==> config.mk <==
export PLATFORM = sky130hd
export DESIGN_NAME = slice_read_seq
export DESIGN_NICKNAME = d
export VERILOG_FILES = /design/src/rtl/srs_pkg.sv /design/src/rtl/srs_step_map.sv /design/src/rtl/srs_len_pick.sv /design/src/rtl/srs_sense_capture.sv /design/src/rtl/slice_read_seq.sv
export SDC_FILE = /design/constraint.sdc
export NUM_CORES = 1
export LEC_CHECK = 0
export BUFFER_PORTS_ARGS = -buffer_cell sky130_fd_sc_hd__buf_4
export CAP_MARGIN = 20
export CORE_MARGIN = 5
export CORE_UTILIZATION = 30
export CTS_BUF_LIST = sky130_fd_sc_hd__clkbuf_4 sky130_fd_sc_hd__clkbuf_8
export CTS_CLUSTER_DIAMETER = 150
export CTS_CLUSTER_SIZE = 40
export DETAILED_ROUTE_END_ITERATION = 10
export GPL_TIMING_DRIVEN = 0
export SYNTH_ARGS = -nofsm -noshare
export SYNTH_HDL_FRONTEND = slang
export SYNTH_HIERARCHICAL = 1
export SYNTH_SLANG_ARGS = --single-unit
==> constraint.sdc <==
create_clock -name clk -period 9.95 [get_ports clk]
set_input_delay 0.4975 -clock clk [delete_from_list [all_inputs] [get_ports clk]]
set_output_delay 0.4975 -clock clk [all_outputs]
set_load 0.01 [all_outputs]
==> src/rtl/srs_pkg.sv <==
package srs_pkg;
    localparam int NUM_STEPS = 4;
    localparam int STEP_W    = $clog2(NUM_STEPS);

    typedef enum logic [2:0] {
        PH_IDLE  = 3'd0,
        PH_PRE   = 3'd1,
        PH_OFC   = 3'd2,
        PH_INIT  = 3'd3,
        PH_INTEG = 3'd4,
        PH_DIS   = 3'd5
    } srs_phase_e;
endpackage

==> src/rtl/srs_step_map.sv <==
module srs_step_map
    import srs_pkg::*;
(
    input  logic [STEP_W-1:0] step,
    output logic              side_left,
    output logic              drain,
    output logic              pair,
    output logic              need_pre
);
    logic [STEP_W-1:0] prev_step;
    logic              prev_drain;

    always_comb begin
        // right-side steps use drain line 0, left-side steps use drain line 1
        side_left  = step[STEP_W-1];
        drain      = step[STEP_W-1];
        // walk out across the pairs and back again
        pair       = step[0] ^ step[STEP_W-1];
        prev_step  = step - 1'b1;
        prev_drain = prev_step[STEP_W-1];
        // the first step always follows a discharged slice
        need_pre   = (step == '0) || (prev_drain != drain);
    end
endmodule

==> src/rtl/srs_len_pick.sv <==
module srs_len_pick
    import srs_pkg::*;
#(
    parameter int LEN_W = 6
) (
    input  srs_phase_e       ph,
    input  logic [LEN_W-1:0] cfg_pre,
    input  logic [LEN_W-1:0] cfg_ofc,
    input  logic [LEN_W-1:0] cfg_init,
    input  logic [LEN_W-1:0] cfg_integ,
    input  logic [LEN_W-1:0] cfg_dis,
    output logic [LEN_W-1:0] load
);
    logic [LEN_W-1:0] len;

    always_comb begin
        unique case (ph)
            PH_PRE:   len = cfg_pre;
            PH_OFC:   len = cfg_ofc;
            PH_INIT:  len = cfg_init;
            PH_INTEG: len = cfg_integ;
            PH_DIS:   len = cfg_dis;
            default:  len = '0;
        endcase
        // the counter runs from load down to zero, so a zero length acts as one
        load = (len == '0) ? '0 : len - 1'b1;
    end
endmodule

==> src/rtl/srs_sense_capture.sv <==
module srs_sense_capture
    import srs_pkg::*;
#(
    parameter int DATA_W = 8
) (
    input  logic              clk,
    input  logic              rst_n,
    input  logic              cap,
    input  logic [STEP_W-1:0] step,
    input  logic [DATA_W-1:0] sa_in,
    output logic              valid,
    output logic [STEP_W-1:0] vstep,
    output logic [DATA_W-1:0] data
);
    typedef struct packed {
        logic              valid;
        logic [STEP_W-1:0] step;
        logic [DATA_W-1:0] data;
    } cap_t;

    cap_t c_d, c_q;

    always_comb begin
        c_d       = c_q;
        c_d.valid = cap;
        if (cap) begin
            c_d.step = step;
            c_d.data = sa_in;
        end
    end

    always_ff @(posedge clk or negedge rst_n) begin
        if (!rst_n) c_q <= '0;
        else        c_q <= c_d;
    end

    assign valid = c_q.valid;
    assign vstep = c_q.step;
    assign data  = c_q.data;
endmodule

==> src/rtl/slice_read_seq.sv <==
module slice_read_seq
    import srs_pkg::*;
#(
    parameter int DATA_W = 8,
    parameter int LEN_W  = 6
) (
    input  logic              clk,
    input  logic              rst_n,
    input  logic              start,
    input  logic [LEN_W-1:0]  cfg_pre,
    input  logic [LEN_W-1:0]  cfg_ofc,
    input  logic [LEN_W-1:0]  cfg_init,
    input  logic [LEN_W-1:0]  cfg_integ,
    input  logic [LEN_W-1:0]  cfg_dis,
    input  logic [DATA_W-1:0] sa_in,
    output logic              busy,
    output logic              pre_chg,
    output logic              ofc_en,
    output logic              init_en,
    output logic              integ_en,
    output logic              dis_chg,
    output logic [1:0]        step_idx,
    output logic              side_left,
    output logic              drain_sel,
    output logic              pair_sel,
    output logic              rd_valid,
    output logic [1:0]        rd_step,
    output logic [DATA_W-1:0] rd_data
);
    localparam logic [STEP_W-1:0] LAST_STEP = STEP_W'(NUM_STEPS - 1);

    typedef struct packed {
        srs_phase_e        ph;
        logic [LEN_W-1:0]  cnt;
        logic [STEP_W-1:0] step;
        logic              pend;
    } seq_t;

    seq_t s_d, s_q;
    logic              cap;
    logic [LEN_W-1:0]  load;
    logic [STEP_W-1:0] step_nx;
    logic              nx_side, nx_drain, nx_pair, nx_need_pre;

    assign step_nx = s_q.step + 1'b1;

    srs_step_map u_cur_map (
        .step      (s_q.step),
        .side_left (side_left),
        .drain     (drain_sel),
        .pair      (pair_sel),
        .need_pre  ()
    );

    srs_step_map u_nxt_map (
        .step      (step_nx),
        .side_left (nx_side),
        .drain     (nx_drain),
        .pair      (nx_pair),
        .need_pre  (nx_need_pre)
    );

    srs_len_pick #(.LEN_W(LEN_W)) u_len (
        .ph        (s_d.ph),
        .cfg_pre   (cfg_pre),
        .cfg_ofc   (cfg_ofc),
        .cfg_init  (cfg_init),
        .cfg_integ (cfg_integ),
        .cfg_dis   (cfg_dis),
        .load      (load)
    );

    // next state: phase, step and pending request; the counter is loaded afterwards
    seq_t s_n;
    logic enter;

    always_comb begin
        s_n   = s_q;
        enter = 1'b0;
        cap   = 1'b0;
        if (s_q.ph != PH_IDLE && start) s_n.pend = 1'b1;
        if (s_q.ph == PH_IDLE) begin
            if (start) begin
                s_n.ph   = PH_PRE;
                s_n.step = '0;
                enter    = 1'b1;
            end
        end else if (s_q.cnt != '0) begin
            s_n.cnt = s_q.cnt - 1'b1;
        end else begin
            enter = 1'b1;
            unique case (s_q.ph)
                PH_PRE:  s_n.ph = PH_OFC;
                PH_OFC:  s_n.ph = PH_INIT;
                PH_INIT: s_n.ph = PH_INTEG;
                PH_INTEG: begin
                    cap = 1'b1;
                    if (s_q.step == LAST_STEP) begin
                        s_n.ph = PH_DIS;
                    end else begin
                        s_n.step = step_nx;
                        s_n.ph   = nx_need_pre ? PH_PRE : PH_OFC;
                    end
                end
                PH_DIS: begin
                    s_n.step = '0;
                    s_n.ph   = (s_q.pend || start) ? PH_PRE : PH_IDLE;
                    s_n.pend = 1'b0;
                end
                default: s_n.ph = PH_IDLE;
            endcase
        end
    end

    always_comb begin
        s_d = s_n;
        if (enter) s_d.cnt = load;
    end

    always_ff @(posedge clk or negedge rst_n) begin
        if (!rst_n) s_q <= '{ph: PH_IDLE, cnt: '0, step: '0, pend: 1'b0};
        else        s_q <= s_d;
    end

    srs_sense_capture #(.DATA_W(DATA_W)) u_cap (
        .clk   (clk),
        .rst_n (rst_n),
        .cap   (cap),
        .step  (s_q.step),
        .sa_in (sa_in),
        .valid (rd_valid),
        .vstep (rd_step),
        .data  (rd_data)
    );

    assign busy     = (s_q.ph != PH_IDLE);
    assign pre_chg  = (s_q.ph == PH_PRE);
    assign ofc_en   = (s_q.ph == PH_OFC);
    assign init_en  = (s_q.ph == PH_INIT);
    assign integ_en = (s_q.ph == PH_INTEG);
    assign dis_chg  = (s_q.ph == PH_DIS);
    assign step_idx = s_q.step;
endmodule

==> summary.md, run 1 <==
| Metric | Value |
|---|---|
| Internal | `0.3260 mW` |
| Hold Buf Count CTS | `0` |
| Synth-to-layout area growth | `32.37%` |
| Cells after DPL | `319` |
| Clock power share | `between 10% and 20%` |
| Die Wd | `88.65 um` |
| Worst vdd ir | `0.08070 mV` |
| Wire per inst | `14.41 um` |
| Max clock buf depth | `2` |
| Clock Latency Late Sink | `0.26 ns` |
| Post-Syn Area | `0.001856 mm2` |
| Crit path DAT | `4.56 ns` |
| Vias in the first global route | `~1600` |
| WL final | `~4700 um` |
| Comb pwr share | `between 60% and 70%` |
| Via density | `between 5 and 6` |
| Worst slew pin tran | `about 0.87 ns` |
| Switching power | `about 0.25 mW` |
| RSZ-0062 raised after global routing | `false` |
| Pin count of the biggest net entering global routing | `24` |
| Crit start category | `register` |
| Postcts setup bufs | `0` |
| Clock Skew | `0.003117 ns` |
| Resized cells post-CTS | `0` |
| Initial antenna violation count | `0` |
| Area of the multi-input gates | `0.001120 mm2` |
| Max frequency | `0.2273 GHz` |
| Pre-CTS WS | `5.587 ns` |
| Vias | `1655` |
| Final setup vio count | `0` |
| Syn Area/Cell | `10.14 um2` |
| Nets | `298` |
| FF/Latch Area | `575.6 um2` |
| Initial Util | `31.16%` |
| GRT overflow | `0` |
| Syn nets | `232` |
| Hold Violations, Final | `0` |
| PortBufs | `61` |
| CTS Buf Count | `3` |
| Antenna viol nets, final | `0` |
| HP Class | `in -> async` |
| Min setup slack post-route | `5.550 ns` |
| Setup TNS | `0 ns` |
| Max-slew headroom | `41.19%` |
| Power Dens Cells | `between 200 and 250 mW/mm2` |
| Hold WS | `0.1106 ns` |
| Sw frac | `43.10%` |
| Cells after synthesis | `183` |
| N_diodes | `0` |
| Worst r2r src | `step_idx[1]$_DFFE_PN0P_` |
| DRT iter0 DRCs | `just under 100` |
| Layout Cell Area excl Fill | `0.002456 mm2` |
| Layout cells sized above 1 | `a little over two fifths` |
| Die Height | `88.65 um` |
| Crit path time final | `4.400 ns` |
| Core area | `0.005956 mm2` |
| Worst setup path category | `reg -> reg` |
| Final period util | `around 44%` |
| Total Power | `0.5730 mW` |
| GRT Overall Usage | `12.03%` |
| Flop pwr share | `around a quarter` |
| RR Endpoint | `s_q[6]$_DFFE_PN0P_` |
| Dpl cell area | `0.002407 mm2` |
| Yosys Warn Count | `6` |
| P_leak | `around 1.2 nW` |
| CTS tree | `done` |
| Utilization after layout | `41.24%` |
| Clock transition at path regs | `0.08 ns` |
| Drt first pass iters | `4` |
| Number of I/O pins | `63` |
| # clock sinks | `23` |
| DP Wirelength | `3672 um` |
| Status | `finished, final reports clean` |
| Row cnt | `28` |
| Final Instance Count excl. Fillers | `323` |
| Remaining DRCs | `0` |
| Worst endpoint required time | `10.11 ns` |
| R2R Setup Slk | `5.55 ns` |
| Reg2reg path depth | `17` |
| CP max FO | `8` |
| Slew Limit Fails | `0` |
| Die ar. | `0.007858 mm2` |
| First-pass GRT wire length | `7569 um` |
| Htree depth | `1` |
| Routability cong. | `about 0.8` |
| Crit. End Element | `register` |
| CTS root buffer | `clkbuf_8` |
| Layout fillers | `596` |
| Number of max-cap violations | `0` |
-- critical path, stage by stage (launching register included) --
cell and delay, ns:
dfrtp_1 0.48, ha_1 0.37, inv_1 0.05, ha_1 0.27, xor2_1 0.14, nand2b_1 0.10, nor3_1 0.06, a2111oi_0 0.37
o21bai_1 0.12, o211ai_1 0.59, inv_1 0.30, a221oi_1 0.26, or2_2 0.21, ha_1 0.19, o21a_1 0.17, a21boi_0 0.10
a41o_1 0.25, o221a_2 0.28
-- layout make-up --
class / instances / area share, %
multi-input combinational: 134 / 45.59
sequential: 23 / 23.43
timing repair buffer: 61 / 18.64
buffer: 14 / 4.687
tap: 75 / 3.821
clock buffer: 4 / 1.987
inverter: 12 / 1.834
-- power by group through the flow --
stage | Sequential [mW] | Combinational, mW | Clock [mW]
6_report | 0.138 | 0.374 | 0.0609
5_1_grt | 0.142 | 0.415 | 0.0678
4_1_cts | 0.138 | 0.377 | 0.0627
3_5_place_dp | 0.139 | 0.374 | 0
2_1_floorplan | 0.134 | 0.288 | 0
3_3_place_gp | 0.139 | 0.372 | 0
-- metal layers --
layer	wire (um)	GRT usage (%)	share of wire [%]	up-vias
li1	-	-	-	805
met1	2119	15.90	46	772
met2	2000	19.03	43	73
met3	493	3.724	11	5
met4	42	3.159	0.90	0
met5	0	0	0	-
-- flip-flops by register name, summed over array words and instances, names as in the netlist --
register / cells
u_cap/vstep: 2
u_cap/valid: 1
step_idx: 2
s_q: 10
u_cap/data: 8
-- how the worst max path moves through the flow --
stage | from | end | cells after the start
after global placement | step_idx[1]$_DFFE_PN0P_ | s_q[6]$_DFFE_PN0P_ | 17
after CTS | step_idx[1]$_DFFE_PN0P_ | s_q[6]$_DFFE_PN0P_ | 17
after floorplan | step_idx[1]$_DFFE_PN0P_ | s_q[6]$_DFFE_PN0P_ | 17
after global routing | step_idx[1]$_DFFE_PN0P_ | s_q[6]$_DFFE_PN0P_ | 17
final | step_idx[1]$_DFFE_PN0P_ | s_q[6]$_DFFE_PN0P_ | 17
after detailed placement | step_idx[1]$_DFFE_PN0P_ | s_q[6]$_DFFE_PN0P_ | 17
-- cells in the final DEF, fill, tap and decap left out, types with 2 or more instances in the layout --
| cell | count |
|---|---|
| mux2_1 | 3 |
| inv_1 | 12 |
| nand2_1 | 8 |
| ha_1 | 8 |
| a31oi_1 | 2 |
| dfrtp_1 | 23 |
| a221oi_2 | 2 |
| o21ai_0 | 4 |
| clkbuf_8 | 3 |
| clkbuf_2 | 2 |
| and3_1 | 4 |
| a21oi_1 | 8 |
| mux2i_1 | 6 |
| o211ai_1 | 3 |
| o21ai_2 | 2 |
| buf_4 | 67 |
| nor3_1 | 5 |
| nor4_1 | 3 |
| nand2b_1 | 6 |
| a221oi_1 | 5 |
| mux2_4 | 11 |
| buf_6 | 5 |
| nor2_1 | 11 |
| or2_2 | 2 |
| nor4b_1 | 2 |
| nand3_1 | 3 |
| mux2_2 | 2 |
(Power assumes the default switching activity.)
==> run 2: changes to the inputs <==
==> constraint.sdc (replaced) <==
create_clock -name clk -period 4.1 [get_ports clk]
set_input_delay 0.205 -clock clk [delete_from_list [all_inputs] [get_ports clk]]
set_output_delay 0.205 -clock clk [all_outputs]
set_load 0.01 [all_outputs]
==> summary.md, run 2 (synthesis results as in run 1) <==
| Metric | Value |
|---|---|
| Number of I/O pins | `63 (unchanged)` |
| Max reg flops | `10 (unchanged)` |
| GRT Overall Usage | `12.35% (was 12.03%)` |
| Worst slew pin tran | `0.9245 ns (was 0.8740 ns)` |
| Wire per inst | `14.69 um (was 14.41 um)` |
| GRT overflow | `0 (unchanged)` |
| Number of max-cap violations | `0 (unchanged)` |
| Row cnt | `28 (unchanged)` |
| Highest metal used | `met4 (unchanged)` |
| Synth-to-layout area growth | `37.42% (was 32.37%)` |
| Status | `finished, final reports clean (unchanged)` |
| Clock transition at path regs | `0.08 ns (about the same)` |
| CTS tree | `done (unchanged)` |
| Crit start category | `register (unchanged)` |
| # clock sinks | `23 (unchanged)` |
| Max clock buf depth | `2 (unchanged)` |
| N_diodes | `0 (unchanged)` |
| M1 WL | `2178 um (was 2119 um)` |
| RSZ-0062 raised after global routing | `false (unchanged)` |
| CP max FO | `6 (was 8)` |
| P_leak | `1.210 nW (was 1.183 nW)` |
| Slew Limit Fails | `0 (unchanged)` |
| Hold Violations, Final | `0 (unchanged)` |
| Crit. End Element | `register (unchanged)` |
| Total Power | `1.462 mW (was 0.5730 mW)` |
| HP Class | `in -> reg (was in -> async)` |
| Met3 wire length | `519 um (was 493 um)` |
| Htree depth | `1 (unchanged)` |
| Pin count of the biggest net entering global routing | `24 (unchanged)` |
| First-pass GRT wire length | `7790 um (was 7569 um)` |
| Final period util | `94.25% (was 44.22%)` |
| Dpl cell area | `0.002407 mm2 (unchanged)` |
| Remaining DRCs | `0 (unchanged)` |
| Commonest non-fill, non-tap cell in the layout | `buf_4 (unchanged)` |
| DRT iter0 DRCs | `91 (was 99)` |
| Power Dens Cells | `573.2 mW/mm2 (was 233.3 mW/mm2)` |
| Layout Cell Area excl Fill | `0.002550 mm2 (was 0.002456 mm2)` |
| Initial Util | `31.16% (unchanged)` |
| Vias in the first global route | `1679 (was 1646)` |
| Die ar. | `0.007858 mm2 (unchanged)` |
| Max frequency | `0.2588 GHz (was 0.2273 GHz)` |
| Die Wd | `88.65 um (unchanged)` |
| Drt first pass iters | `4 (unchanged)` |
| Initial antenna violation count | `0 (unchanged)` |
| Worst endpoint required time | `4.26 ns (was 10.11 ns)` |
| Max-slew headroom | `37.80% (was 41.19%)` |
| Worst setup path category | `reg -> reg (unchanged)` |
| CTS Buf Count | `3 (unchanged)` |
| Layout cells sized above 1 | `47.64% (was 43.55%)` |
| Worst vdd ir | `0.2110 mV (was 0.08070 mV)` |
| Clock Skew | `0.004360 ns (was 0.003117 ns)` |
| DP Wirelength | `3672 um (unchanged)` |
| Crit path DAT | `4.02 ns (was 4.56 ns)` |
| Reg with most FFs | `s_q (unchanged)` |
| Antenna viol nets, final | `0 (unchanged)` |
| Clock Latency Late Sink | `0.27 ns (was 0.26 ns)` |
| DR WL met2 | `2087 um (was 2000 um)` |
| CTS root buffer | `clkbuf_8 (unchanged)` |
| Die Height | `88.65 um (unchanged)` |
| PortBufs | `61 (unchanged)` |
| Final setup vio count | `0 (unchanged)` |
| Vias | `1674 (was 1655)` |
| Crit path time final | `3.864 ns (was 4.400 ns)` |
| Via density | `5.088 (was 5.124)` |
| WL final | `4833 um (was 4656 um)` |
| Routability cong. | `0.7790 (unchanged)` |
| Core area | `0.005956 mm2 (unchanged)` |
| Nets | `304 (was 298)` |
| Commonest non-fill, non-tap cells in the layout | `72 x buf_4, 21 x dfrtp_1, 11 x inv_1, 11 x nor2_1, 11 x mux2_4 (was 67 x buf_4, 23 x dfrtp_1, 12 x inv_1)` |
| Layout fillers | `582 (was 596)` |
[run 2: changes by cell type in the layout (fill, tap and decap cells not counted), moves of 2 or more]
cell     previous run  this run
buf_4              67        72
dfrtp_2             0         2
dfrtp_1            23        21
ha_1                8         6
[run 2: final timing paths]
check,from,endpoint,slack [ns],cells after the start
min in group asynchronous,rst_n,u_cap/data[4]$_DFFE_PN0P_,0.36,2
hold reg to reg,u_cap/data[0]$_DFFE_PN0P_,u_cap/data[0]$_DFFE_PN0P_,0.51,1
setup / recovery,step_idx[0]$_DFFE_PN0P_,s_q[6]$_DFFE_PN0P_,0.24,17
hold / removal,sa_in[5],u_cap/data[5]$_DFFE_PN0P_,0.17,2
max in group asynchronous,rst_n,step_idx[1]$_DFFE_PN0P_,3.49,2
setup reg to reg,step_idx[0]$_DFFE_PN0P_,s_q[6]$_DFFE_PN0P_,0.24,17
[run 2: area by class of cell]
type	instances	area (um2)	share of cell area (%)
Timing Repair Buffer	67	505.5	19.82
Sequential cell	23	578.1	22.67
Tap cell	75	93.84	3.680
Clock buffer	4	48.80	1.914
Inverter	12	45.04	1.766
Buffer	14	115.1	4.514
Multi-Input combinational cell	134	1164	45.63
[run 2: worst max-delay path: stages, from the launching register on]
cell	delay [ns]
dfrtp_2	0.43
ha_4	0.28
inv_1	0.04
ha_1	0.27
xor2_1	0.14
nand2b_1	0.10
nor4_2	0.25
a21oi_1	0.08
o31ai_2	0.28
buf_6	0.15
and2b_1	0.23
a221o_1	0.38
o21ai_4	0.11
ha_2	0.22
o21a_1	0.15
a21boi_0	0.10
a41o_1	0.25
o221a_2	0.28
[run 2: per-stage QoR]
stage | utilization, % | cells | setup TNS (ns) | setup slack, ns | hold slack, ns
floorplan | - | 183 | 0 | 0.3123 | -0.09059
global placement | 40.42 | 319 | -0.6393 | -0.2246 | 0.1174
detailed placement | 40.42 | 319 | -0.8855 | -0.2630 | 0.1182
CTS | 42.16 | 329 | 0 | 0.04712 | 0.1680
global route | 42.82 | 329 | 0 | 0.03096 | 0.1557
finish | 42.82 | 329 | 0 | 0.2357 | 0.1693
[run 2: power breakdown]
part	internal (mW)	total [mW]	switching, mW
Combinational	0.481	0.980	0.500
Clock	0.0761	0.149	0.0728
Sequential	0.276	0.333	0.0571
[run 2: what timing repair did]
item,in CTS,in global routing
hold endpoints to repair,23,0
resized for setup,3,8
hold buffers,1,0
buffers inserted,5,0
pin swaps,3,5
endpoints found under the setup margin,6,5
[run 2: routing by layer]
metal | vias to the layer above | track usage (%)
li1 | 817 | -
met1 | 777 | 16.41
met2 | 75 | 19.77
met3 | 5 | 3.538
met4 | 0 | 3.022
met5 | - | 0
